==> config.mk <==
export PLATFORM = sky130hd
export DESIGN_NAME = cd_alarm_top
export DESIGN_NICKNAME = d
export VERILOG_FILES = /design/src/rtl/alarm_pkg.sv /design/src/rtl/alarm_ctrl.sv /design/src/rtl/alarm_dp.sv /design/src/rtl/cd_alarm_top.sv
export SDC_FILE = /design/constraint.sdc
export NUM_CORES = 1
export LEC_CHECK = 0
export BUFFER_PORTS_ARGS = -buffer_cell sky130_fd_sc_hd__buf_2
export CAP_MARGIN = 40
export CORE_ASPECT_RATIO = 1.25
export CORE_MARGIN = 3
export CORE_UTILIZATION = 36
export DETAILED_ROUTE_END_ITERATION = 12
export PLACE_DENSITY_LB_ADDON = 0.05
export SLEW_MARGIN = 20
export SYNTH_ARGS = -nofsm -noshare
export SYNTH_HDL_FRONTEND = slang
export SYNTH_SLANG_ARGS = --single-unit
export TNS_END_PERCENT = 100
==> constraint.sdc <==
create_clock -name clk -period 7.3 [get_ports clk]
set_input_delay 2.19 -clock clk [delete_from_list [all_inputs] [get_ports clk]]
set_output_delay 2.19 -clock clk [all_outputs]
set_load 0.02 [all_outputs]
==> src/rtl/alarm_pkg.sv <==
package alarm_pkg;

  // Byte offsets that software decodes; kept fixed.
  localparam logic [7:0] OFF_LOAD  = 8'h20;
  localparam logic [7:0] OFF_CUR   = 8'h24;
  localparam logic [7:0] OFF_EN    = 8'h28;
  localparam logic [7:0] OFF_IE    = 8'h2C;
  localparam logic [7:0] OFF_STA   = 8'h30;
  localparam logic [7:0] OFF_EN2   = 8'h44;
  localparam logic [7:0] OFF_IE2   = 8'h48;
  localparam logic [7:0] OFF_STA2  = 8'h4C;
  localparam logic [7:0] OFF_WAKE  = 8'h50;

  // Strobes from control to datapath.
  typedef struct packed {
    logic loadWr;
    logic clrPend;
    logic countGo;
  } strobe_t;

endpackage

==> src/rtl/alarm_ctrl.sv <==
module alarm_ctrl
  import alarm_pkg::*;
#(
  parameter int ADDR_W = 8,
  parameter int DATA_W = 32
) (
  input  logic              clk,
  input  logic              rstN,
  input  logic              secTick,
  input  logic              wrEn,
  input  logic [ADDR_W-1:0] wrAddr,
  input  logic [DATA_W-1:0] wrData,
  input  logic [ADDR_W-1:0] rdAddr,
  input  logic [DATA_W-1:0] loadVal,
  input  logic [DATA_W-1:0] curVal,
  input  logic              pendFlag,
  output strobe_t           strobes,
  output logic              enBit,
  output logic              ieBit,
  output logic              wakeBit,
  output logic [DATA_W-1:0] rdData
);

  localparam int PAD_W = DATA_W - 1;

  logic en2Bit;
  logic ie2Bit;

  function automatic logic hitWr(input logic [7:0] off);
    return wrEn && (wrAddr == ADDR_W'(off));
  endfunction

  always_ff @(posedge clk) begin
    if (!rstN) begin
      enBit   <= 1'b0;
      ieBit   <= 1'b0;
      wakeBit <= 1'b0;
      en2Bit  <= 1'b0;
      ie2Bit  <= 1'b0;
    end else begin
      if (hitWr(OFF_EN))   enBit   <= wrData[0];
      if (hitWr(OFF_IE))   ieBit   <= wrData[0];
      if (hitWr(OFF_WAKE)) wakeBit <= wrData[0];
      if (hitWr(OFF_EN2))  en2Bit  <= wrData[0];
      if (hitWr(OFF_IE2))  ie2Bit  <= wrData[0];
    end
  end

  always_comb begin
    strobes.loadWr  = hitWr(OFF_LOAD);
    strobes.clrPend = hitWr(OFF_STA) && wrData[0];
    strobes.countGo = secTick && enBit;
  end

  always_comb begin
    rdData = '0;
    if (rdAddr == ADDR_W'(OFF_LOAD))      rdData = loadVal;
    else if (rdAddr == ADDR_W'(OFF_CUR))  rdData = curVal;
    else if (rdAddr == ADDR_W'(OFF_EN))   rdData = {{PAD_W{1'b0}}, enBit};
    else if (rdAddr == ADDR_W'(OFF_IE))   rdData = {{PAD_W{1'b0}}, ieBit};
    else if (rdAddr == ADDR_W'(OFF_STA))  rdData = {{PAD_W{1'b0}}, pendFlag};
    else if (rdAddr == ADDR_W'(OFF_WAKE)) rdData = {{PAD_W{1'b0}}, wakeBit};
    else if (rdAddr == ADDR_W'(OFF_EN2))  rdData = {{PAD_W{1'b0}}, en2Bit};
    else if (rdAddr == ADDR_W'(OFF_IE2))  rdData = {{PAD_W{1'b0}}, ie2Bit};
  end

endmodule

==> src/rtl/alarm_dp.sv <==
module alarm_dp
  import alarm_pkg::*;
#(
  parameter int CNT_W = 32
) (
  input  logic             clk,
  input  logic             rstN,
  input  strobe_t          strobes,
  input  logic [CNT_W-1:0] wrData,
  output logic [CNT_W-1:0] loadVal,
  output logic [CNT_W-1:0] curVal,
  output logic             pendFlag
);

  localparam logic [CNT_W-1:0] ONE = CNT_W'(1);

  logic notZero;
  logic setEv;

  assign notZero = |curVal;
  assign setEv   = strobes.countGo && !strobes.loadWr && (curVal == ONE);

  always_ff @(posedge clk) begin
    if (!rstN) begin
      loadVal <= '0;
      curVal  <= '0;
    end else if (strobes.loadWr) begin
      loadVal <= wrData;
      curVal  <= wrData;
    end else if (strobes.countGo && notZero) begin
      curVal  <= curVal - ONE;
    end
  end

  // Set outranks clear.
  always_ff @(posedge clk) begin
    if (!rstN) pendFlag <= 1'b0;
    else       pendFlag <= setEv || (pendFlag && !strobes.clrPend);
  end

endmodule

==> src/rtl/cd_alarm_top.sv <==
module cd_alarm_top
  import alarm_pkg::*;
#(
  parameter int ADDR_W = 8,
  parameter int DATA_W = 32
) (
  input  logic              clk,
  input  logic              rstN,
  input  logic              secTick,
  input  logic              wrEn,
  input  logic [ADDR_W-1:0] wrAddr,
  input  logic [DATA_W-1:0] wrData,
  input  logic [ADDR_W-1:0] rdAddr,
  output logic [DATA_W-1:0] rdData,
  output logic              irqOut,
  output logic              wakeOut
);

  strobe_t           strobes;
  logic              enBit;
  logic              ieBit;
  logic              wakeBit;
  logic              pendFlag;
  logic [DATA_W-1:0] loadVal;
  logic [DATA_W-1:0] curVal;

  alarm_ctrl #(.ADDR_W(ADDR_W), .DATA_W(DATA_W)) uCtrl (
    .clk(clk), .rstN(rstN), .secTick(secTick), .wrEn(wrEn),
    .wrAddr(wrAddr), .wrData(wrData), .rdAddr(rdAddr),
    .loadVal(loadVal), .curVal(curVal), .pendFlag(pendFlag),
    .strobes(strobes), .enBit(enBit), .ieBit(ieBit),
    .wakeBit(wakeBit), .rdData(rdData)
  );

  alarm_dp #(.CNT_W(DATA_W)) uDp (
    .clk(clk), .rstN(rstN), .strobes(strobes), .wrData(wrData),
    .loadVal(loadVal), .curVal(curVal), .pendFlag(pendFlag)
  );

  assign irqOut  = pendFlag && ieBit;
  assign wakeOut = pendFlag && wakeBit;

endmodule

==> flow_metrics.tcl, run 1 <==
set metrics [dict create \
    status "complete, no violations" \
    cp_num_cells 7 \
    rsz0062_at_grt "false" \
    yosys_warnings 0 \
    critical-path-slowest-cell "buf_2" \
    synthToLayoutAreaGrowth_pct 19.2 \
    fin_tns_setup_ns 0 \
    netlist_top_cells_count "87 x nand2_1, 70 x dfxtp_1, 41 x nor2_1" \
    setup_viol 0 \
    dp_hpwl_um 8330 \
    yosysUniqueCellTypes 61 \
    wl_per_cell_um 16.7 \
    crit_arrival_ns 3.55 \
    ys_ff_latch 70 \
    synth_top_family_by_area "simple AND/OR/NAND/NOR gates" \
    syn_inst 516 \
    die_h_um 126 \
    ioPinCount 86 \
    dpl.cell_count 706 \
    min_to "uDp.loadVal[9]$_SDFFE_PN0N_" \
    grt_use_total_pct 19.1 \
    drive_gt1_share_pct 21.2 \
    synth_xor_area_share_pct 0.637 \
    swShare_pct 22.2 \
    worstRegToRegCells 8 \
    synth-adder-area-share_pct 0.606 \
    fin_worst_skew_ns 0.00588 \
    synth.top_cell.area_share_pct 33.9 \
    hold_path.class "flip-flop to flip-flop" \
    synth.area.top_cells "dfxtp_1 34%, mux2i_1 9.0%, nand2_1 7.9%" \
    syn-num-nets 570 \
    drc 0 \
    diodes 0 \
    yosys_most_used_dff "dfxtp_1" \
    critPathRequiredTime_ns 5.11 \
    vias 3952 \
    path_clk_slew_ns 0.05 \
    synth-simple-area-share_pct 28.4 \
    routed_via_density 5.49 \
    r2r-start "uDp.curVal[0]$_SDFFE_PN0P_" \
    synth.most_common_cell "nand2_1" \
    cts_hold_buf 0 \
    cts-root-buf "clkbuf_16" \
    synth.area.mux_share_pct 8.97 \
    holdPathStages 2 \
    reg2reg_to "uDp.curVal[22]$_SDFFE_PN0P_" \
    drt_iter0_drc 184 \
    fin_crit_sh_pct 78.6 \
    nets 637 \
    grt_overflow 0 \
    startpoint_type "input pin" \
    worstSetupPathType "input pin to output port" \
    fin_cells 720 \
    clock.fmax_ghz 0.174 \
    routabilityCongestion 0.780 \
    initial_core_util_pct 37.1 \
    fp.coreArea_mm2 0.0111 \
    rrSetupSlack_ns 4.29 \
    cp_max_fo 18 \
    cp_top_family "buffers and inverters" \
    yosysTopAreaCell "dfxtp_1" \
    finalCriticalPeriod_ns 5.74 \
    finalMaxSlewViolations 0 \
    worst_path_most_repeated_cell "buf_2" \
    p_per_area_mw_per_mm2 170 \
    cp_cell_sequence "buf_2 -> nor2b_1 -> a2bb2oi_1 -> o31ai_1 -> nand3_1 -> a21oi_1 -> buf_2" \
    cts.sinks 70 \
    path_buf_inv 2 \
    seq_area_mm2 0.00140 \
    fp-row-count 43 \
    cts.path.max_buffers 2 \
    p_int_uw 649 \
    power_switching_uw 185 \
    wl_um 12100 \
    grt_max_degree 84 \
    ys_seq_area_share_pct 33.9 \
    min_from "uDp.loadVal[9]$_SDFFE_PN0N_" \
    clock_latency_ns 0.33 \
    numPortBuffers 85 \
    postCtsSetupRepairBufs 0 \
    crit_path_end_kind "output port" \
    grt_pass1_wl_um 19500 \
    final_antenna_net_count 0 \
    pwr-share-comb_pct 6.6 \
    multi_input_area_mm2 0.00254 \
    nFillCells 1142 \
    die_w_um 102 \
    avgSynthCellArea_um2 8.00 \
    synth-edff-count 0 \
    first_global_vias 3830 \
    ctsHtreeMaxLevel 3 \
    leakage_nw 2.04 \
    cts_made_buffers 9 \
    relSlewSlack_pct 52.9 \
    syn_area_mm2 0.00413 \
    die_area_mm2 0.0128 \
    max_stage_delay_ns 0.41 \
    cts_resized 0 \
    async_reset_ff_share_pct 0 \
    tightest_slew_ns 0.702 \
    maxCapViolations 0 \
    p_seq_share_pct 46.0 \
    firstDrtPassIters 4 \
    p_clk_share_pct 47.4 \
    hold_viol 0 \
    grt_antenna_before_repair 0 \
    synth_compound_area_share_pct 22.8 \
    cts_tree "yes" \
    vdd.ir_drop.worst_mv 0.0896 \
]
[cell usage in the layout, fill, tap and decap left out, types with 4 or more instances in the layout]
cell type	n
a21boi_0	33
a21oi_1	8
a22oi_1	8
a31oi_1	9
a32o_1	5
and2_1	5
buf_2	85
buf_4	7
clkbuf_16	9
dfxtp_1	70
inv_1	6
mux2i_1	37
nand2_1	87
nand3_1	12
nand4_1	14
nor2_1	41
nor2b_1	7
nor3_1	11
nor4_1	11
nor4_2	4
o21a_1	9
o21ai_0	10
o21ai_1	12
o311ai_1	5
o31ai_1	5
or3_1	5
or4_1	5
or4b_1	4
[sequential cells by signal (all words and copies together), names as in the netlist]
register and cells:
uCtrl.wakeBit 1, uCtrl.ieBit 1, uDp.curVal 32, uDp.pendFlag 1
uCtrl.ie2Bit 1, uCtrl.enBit 1, uCtrl.en2Bit 1, uDp.loadVal 32
[stage by stage]
stage          utilization [%]  instance area, µm²  worst slack [ns]  hold WS [ns]  power (mW)
2_1_floorplan                -                4130              1.72         0.443       0.422
3_3_place_gp              41.4                4610              1.58         0.453       0.446
3_5_place_dp              41.6                4630              1.55         0.456       0.447
4_1_cts                   43.9                4890              1.54         0.463       0.846
5_1_grt                   44.2                4920              1.39         0.480       0.868
6_report                  44.2                4920              1.56         0.459       0.834
[cells by family after synthesis]
kind of cell | count (synthesis)
flops | 70
simple gates | 230
buf+inv | 44
mux | 37
compound gates | 130
xor+xnor | 3
fa+ha+maj | 2
[power groups by stage]
stage | Sequential (mW) | Clock, mW | Combinational (mW)
after floorplan | 0.392 | 0 | 0.0303
after CTS | 0.384 | 0.407 | 0.0554
after global routing | 0.384 | 0.424 | 0.0603
after global placement | 0.392 | 0 | 0.0537
after detailed placement | 0.392 | 0 | 0.0552
final | 0.384 | 0.396 | 0.0547
[final cells by class]
cell class	count	area share, %
flip-flops and latches	70	28.5
clock inverters	2	0.203
inverters	6	0.458
clock buffers	11	5.14
repair buffers	94	10.7
multi-input cells	402	51.6
well taps	135	3.43
[routing by layer]
layer | wire (µm) | GRT usage [%] | vias to the layer above | part of all wire, %
met2 | 5910 | 31.1 | 82 | 49
met1 | 5490 | 25.2 | 1822 | 46
met4 | 125 | 5.56 | 0 | 1.0
met5 | 0 | 0 | - | 0
met3 | 521 | 3.93 | 12 | 4.3
li1 | - | - | 2036 | -
[how the worst max path moves through the flow]
stage,start,end,slack [ns]
2_1_floorplan,rdAddr[2],rdData[12],1.72
3_3_place_gp,rdAddr[2],rdData[0],1.58
3_5_place_dp,rdAddr[2],rdData[0],1.55
4_1_cts,rdAddr[2],rdData[0],1.54
5_1_grt,rdAddr[2],rdData[0],1.39
6_report,rdAddr[2],rdData[0],1.56
[worst register-to-register path, cell delays in order, from the launching register on]
cell and delay (ns):
dfxtp_1 0.36, inv_1 0.13, ha_1 0.23, nor3b_2 0.44, nand4_1 0.28, o31ai_2 0.56
buf_4 0.40, a21boi_1 0.24, a32o_1 0.27
(Power assumes the default switching activity.)
==> run 2, diff against run 1 <==
==> constraint.sdc (replaced) <==
create_clock -name clk -period 5.3 [get_ports clk]
set_input_delay 1.59 -clock clk [delete_from_list [all_inputs] [get_ports clk]]
set_output_delay 1.59 -clock clk [all_outputs]
set_load 0.02 [all_outputs]
==> run 2 against run 1 <==
Compared with the run above: global-route usage up 0.095 points; combinational power rose by 38%; sequential cell count is the same; worst setup slack worse by 0.65 ns; hold slack about the same; register-to-register slack got worse by 2.0 ns; highest routed layer unchanged.
==> flow_metrics.tcl, run 2 (synthesis gave the netlist of run 1 again) <==
set metrics [dict create \
    reg_top3 "uDp.curVal (32), uDp.loadVal (32)" \
    drc 0 \
    die_w_um 102 \
    nets 639 \
    clock.fmax_ghz 0.228 \
    pre_cts_slack_ns 0.893 \
    fp.coreArea_mm2 0.0111 \
    crit_arrival_ns 2.79 \
    firstDrtPassIters 4 \
    post-route-cell-area_mm2 0.00493 \
    fin_worst_skew_ns 0.00328 \
    postCtsSetupRepairBufs 0 \
    relSlewSlack_pct 51.8 \
    cp_max_fo 32 \
    grt_pass1_wl_um 19600 \
    finalMaxSlewViolations 0 \
    cts_tree "yes" \
    grt_overflow 0 \
    p_per_area_mw_per_mm2 236 \
    wl_um 12100 \
    cts-root-buf "clkbuf_16" \
    vias 4072 \
    status "complete, no violations" \
    drt_iter0_drc 162 \
    initial_core_util_pct 37.1 \
    first_global_vias 3836 \
    cts_made_buffers 9 \
    crit_path_end_kind "output port" \
    clock_latency_ns 0.33 \
    tightest_slew_ns 0.720 \
    fin_tns_setup_ns 0 \
    grt_max_degree 83 \
    die_area_mm2 0.0128 \
    hold_slack_ns 0.459 \
    layout_commonest_cell "nand2_1" \
    hold_path.class "flip-flop to flip-flop" \
    drive_gt1_share_pct 21.4 \
    numPortBuffers 85 \
    critPathRequiredTime_ns 3.71 \
    maxCapViolations 0 \
    nFillCells 1176 \
    cts_resized 0 \
    cts_hold_buf 0 \
    worstSetupPathType "input pin to output port" \
    leakage_nw 2.05 \
    die_h_um 126 \
    fin_ws_ns 0.916 \
    fin_crit_sh_pct 82.7 \
    total_power_mw 1.16 \
    cts.path.max_buffers 2 \
    place_area_mm2 0.00463 \
    wl_per_cell_um 16.8 \
    grt_antenna_before_repair 0 \
    final_antenna_net_count 0 \
    startpoint_type "input pin" \
    layout_common_cells "87 x nand2_1, 85 x buf_2, 70 x dfxtp_1" \
    finalCriticalPeriod_ns 4.38 \
    diodes 0 \
    routed_via_density 5.63 \
    fp-row-count 43 \
    path_clk_slew_ns 0.05 \
    ioPinCount 86 \
    hold_viol 0 \
    setup_viol 0 \
    routabilityCongestion 0.785 \
    rsz0062_at_grt "false" \
    ctsHtreeMaxLevel 3 \
    vdd.ir_drop.worst_mv 0.197 \
    cts.sinks 70 \
    synthToLayoutAreaGrowth_pct 19.6 \
    dp_hpwl_um 8410 \
    grt_use_total_pct 19.2 \
]
## run 2: path summary, 6_finish.rpt
kind                                 from                           end  slack [ns]  cells after the start
min reg2reg  uDp.loadVal[17]$_SDFFE_PN0N_  uDp.loadVal[17]$_SDFFE_PN0N_        0.46                      2
max reg2reg    uDp.curVal[0]$_SDFFE_PN0P_   uDp.curVal[26]$_SDFFE_PN0P_        2.29                      8
max                             rdAddr[7]                     rdData[0]        0.92                      7
min          uDp.loadVal[17]$_SDFFE_PN0N_  uDp.loadVal[17]$_SDFFE_PN0N_        0.46                      2
## run 2: cell type report
type,count,area (µm²),share of cell area (%)
repair buffers,96,528,10.7
clock inverters,1,5.00,0.101
flip-flops and latches,70,1400,28.4
well taps,135,169,3.42
inverters,6,22.5,0.456
multi-input cells,402,2540,51.4
clock buffers,13,270,5.48
## run 2: worst max-delay path: stages
cell and delay, ns:
buf_2 0.09, nor3_1 0.32, nand4b_1 0.13, buf_4 0.27, nor3_1 0.18, a21oi_1 0.05, buf_2 0.16
## run 2: stage by stage
| step | std cells | utilization [%] |
|---|---|---|
| after detailed placement | 708 | 41.6 |
| after CTS | 722 | 44.1 |
| after floorplan | 516 | - |
| after global placement | 708 | 41.6 |
| after global routing | 723 | 44.3 |
| final | 723 | 44.3 |
## run 2: per-layer routing
layer | track usage, % | wire (µm)
met1 | 25.3 | 5620
met2 | 31.5 | 5840
met3 | 3.88 | 445
met4 | 5.48 | 210
met5 | 0 | 0
## run 2: report_power, final
group / internal (mW) / leakage, nW / switching, mW
sequential: 0.527 / 0.564 / 0.00105
combinational: 0.0341 / 1.35 / 0.0416
clock: 0.349 / 0.138 / 0.211
==> run 3, diff against run 2 <==
==> constraint.sdc (replaced) <==
create_clock -name clk -period 4.6 [get_ports clk]
set_input_delay 1.38 -clock clk [delete_from_list [all_inputs] [get_ports clk]]
set_output_delay 1.38 -clock clk [all_outputs]
set_load 0.02 [all_outputs]
==> run 3 against run 2 <==
Compared with the run above: critical path depth unchanged; combinational power up 15%; register-to-register slack worse by 0.71 ns; cell area up 0.74%; non-clock buffer count up 2; worst setup slack worse by 0.27 ns; clock skew up 0.0031 ns; utilization up 0.33 points; cell count up 0.55%; hold slack better by 0.0014 ns; die area unchanged; largest cell class unchanged; highest routed layer unchanged.
==> flow_metrics.tcl, run 3 (synthesis gave the netlist of run 1 again) <==
set metrics [dict create \
    status "complete, no violations" \
    nets 641 \
    wl_per_cell_um 16.5 \
    crit_arrival_ns 2.58 \
    cts.path.max_buffers 2 \
    drc 0 \
    clock.fmax_ghz 0.253 \
    fin_cells 727 \
    reg_top3 "uDp.curVal (32), uDp.loadVal (32)" \
    finalMaxSlewViolations 0 \
    cp_cell_sequence "buf_2 -> nor3_1 -> nand4b_1 -> buf_4 -> nor3_1 -> a21oi_1 -> buf_2" \
    dpl.cell_count 711 \
    vias 4008 \
    tightest_slew_ns 0.675 \
    clock_latency_ns 0.34 \
    total_power_mw 1.45 \
    fin_crit_sh_pct 86.0 \
    finalCriticalPeriod_ns 3.96 \
    wl_um 12000 \
    crit_path_end_kind "output port" \
    path_clk_slew_ns 0.05 \
    p_per_area_mw_per_mm2 291 \
    firstDrtPassIters 4 \
    synthToLayoutAreaGrowth_pct 20.4 \
    p_clk_share_pct 51.9 \
    routabilityCongestion 0.822 \
    cts-root-buf "clkbuf_16" \
    cts_tree "yes" \
    nFillCells 1195 \
    drive_gt1_share_pct 21.8 \
    vdd.ir_drop.worst_mv 0.186 \
    relSlewSlack_pct 54.8 \
    cts_made_buffers 9 \
    leakage_nw 2.07 \
    final_antenna_net_count 0 \
    multi_input_area_mm2 0.00254 \
    layout_common_cells "87 x nand2_1, 85 x buf_2, 70 x dfxtp_1" \
    diodes 0 \
    worstSetupPathType "input pin to output port" \
    ioPinCount 86 \
    seq_area_mm2 0.00140 \
    fp.coreArea_mm2 0.0111 \
    fin_tns_setup_ns 0 \
    startpoint_type "input pin" \
    die_w_um 102 \
    die_h_um 126 \
    p_int_mw 1.13 \
    power_switching_uw 312 \
    cts.sinks 70 \
    cp_max_fo 20 \
    cts_resized 0 \
    postCtsSetupRepairBufs 0 \
    pwr-share-comb_pct 6.0 \
    grt_overflow 0 \
    cts_hold_buf 0 \
    initial_core_util_pct 37.1 \
    critPathRequiredTime_ns 3.22 \
    hold_viol 0 \
    rsz0062_at_grt "false" \
    numPortBuffers 85 \
    routed_via_density 5.51 \
    ctsHtreeMaxLevel 3 \
    hold_slack_ns 0.461 \
    max_stage_delay_ns 0.29 \
    first_global_vias 3822 \
    critical-path-slowest-cell "nor3_1" \
    layout_commonest_cell "nand2_1" \
    drt_iter0_drc 161 \
    fin_worst_skew_ns 0.00636 \
    grt_max_degree 42 \
    dp_hpwl_um 8660 \
    hold_path.class "flip-flop to flip-flop" \
    setup_viol 0 \
    grt_pass1_wl_um 19800 \
    grt_use_total_pct 19.3 \
    swShare_pct 21.6 \
    die_area_mm2 0.0128 \
    maxCapViolations 0 \
    fp-row-count 43 \
    p_seq_share_pct 42.1 \
    grt_antenna_before_repair 0 \
]
run 3: changes by cell type in the layout (fill, tap and decap cells not counted):
cell and change:
buf_4 +3, bufinv_16 +2, clkbuf_8 -2, buf_16 -1, clkbuf_1 +1, clkinv_2 +1
run 3: layout make-up:
class	count	share of cell area (%)
multi-input combinational	402	51.1
clock inverter	4	1.41
inverter	6	0.453
tap	135	3.40
clock buffer	12	4.96
sequential	70	28.2
timing repair buffer	98	10.5
run 3: through the flow:
| stage | util [%] | worst slack, ns | instance area [µm²] |
|---|---|---|---|
| after floorplan | - | 0.640 | 4130 |
| after global placement | 41.8 | 0.714 | 4650 |
| final | 44.6 | 0.643 | 4970 |
| after detailed placement | 41.8 | 0.638 | 4650 |
| after CTS | 44.6 | 0.632 | 4970 |
| after global routing | 44.6 | 0.442 | 4970 |
run 3: worst max-delay path: cells and delay by family:
family	cells	cell delay [ns]
AO/OA/AOI/OAI	1	0.06
buffers and inverters	3	0.49
AND/OR/NAND/NOR	3	0.64
run 3: layer usage:
layer / wire length, µm / GRT usage, % / vias up / share of wire (%)
met5: 0 / 0 / - / 0
met4: 148 / 6.34 / 0 / 1.2
met3: 492 / 2.33 / 12 / 4.1
met2: 5820 / 31.3 / 85 / 48
met1: 5550 / 26.5 / 1872 / 46
li1: - / - / 2039 / -
run 3: final timing paths:
check                               start                      endpoint  slack [ns]  cells after the start
min          uDp.loadVal[16]$_SDFFE_PN0N_  uDp.loadVal[16]$_SDFFE_PN0N_        0.46                      2
min reg2reg  uDp.loadVal[16]$_SDFFE_PN0N_  uDp.loadVal[16]$_SDFFE_PN0N_        0.46                      2
max                             rdAddr[7]                     rdData[0]        0.64                      7
max reg2reg    uDp.curVal[0]$_SDFFE_PN0P_   uDp.curVal[26]$_SDFFE_PN0P_        1.58                      8
run 3: power by group through the flow:
stage | combinational [mW] | clock, mW | sequential (mW)
2_1_floorplan | 0.0480 | 0 | 0.621
3_3_place_gp | 0.0862 | 0 | 0.622
3_5_place_dp | 0.0870 | 0 | 0.622
4_1_cts | 0.0874 | 0.765 | 0.609
5_1_grt | 0.0958 | 0.788 | 0.608
6_report | 0.0867 | 0.752 | 0.609
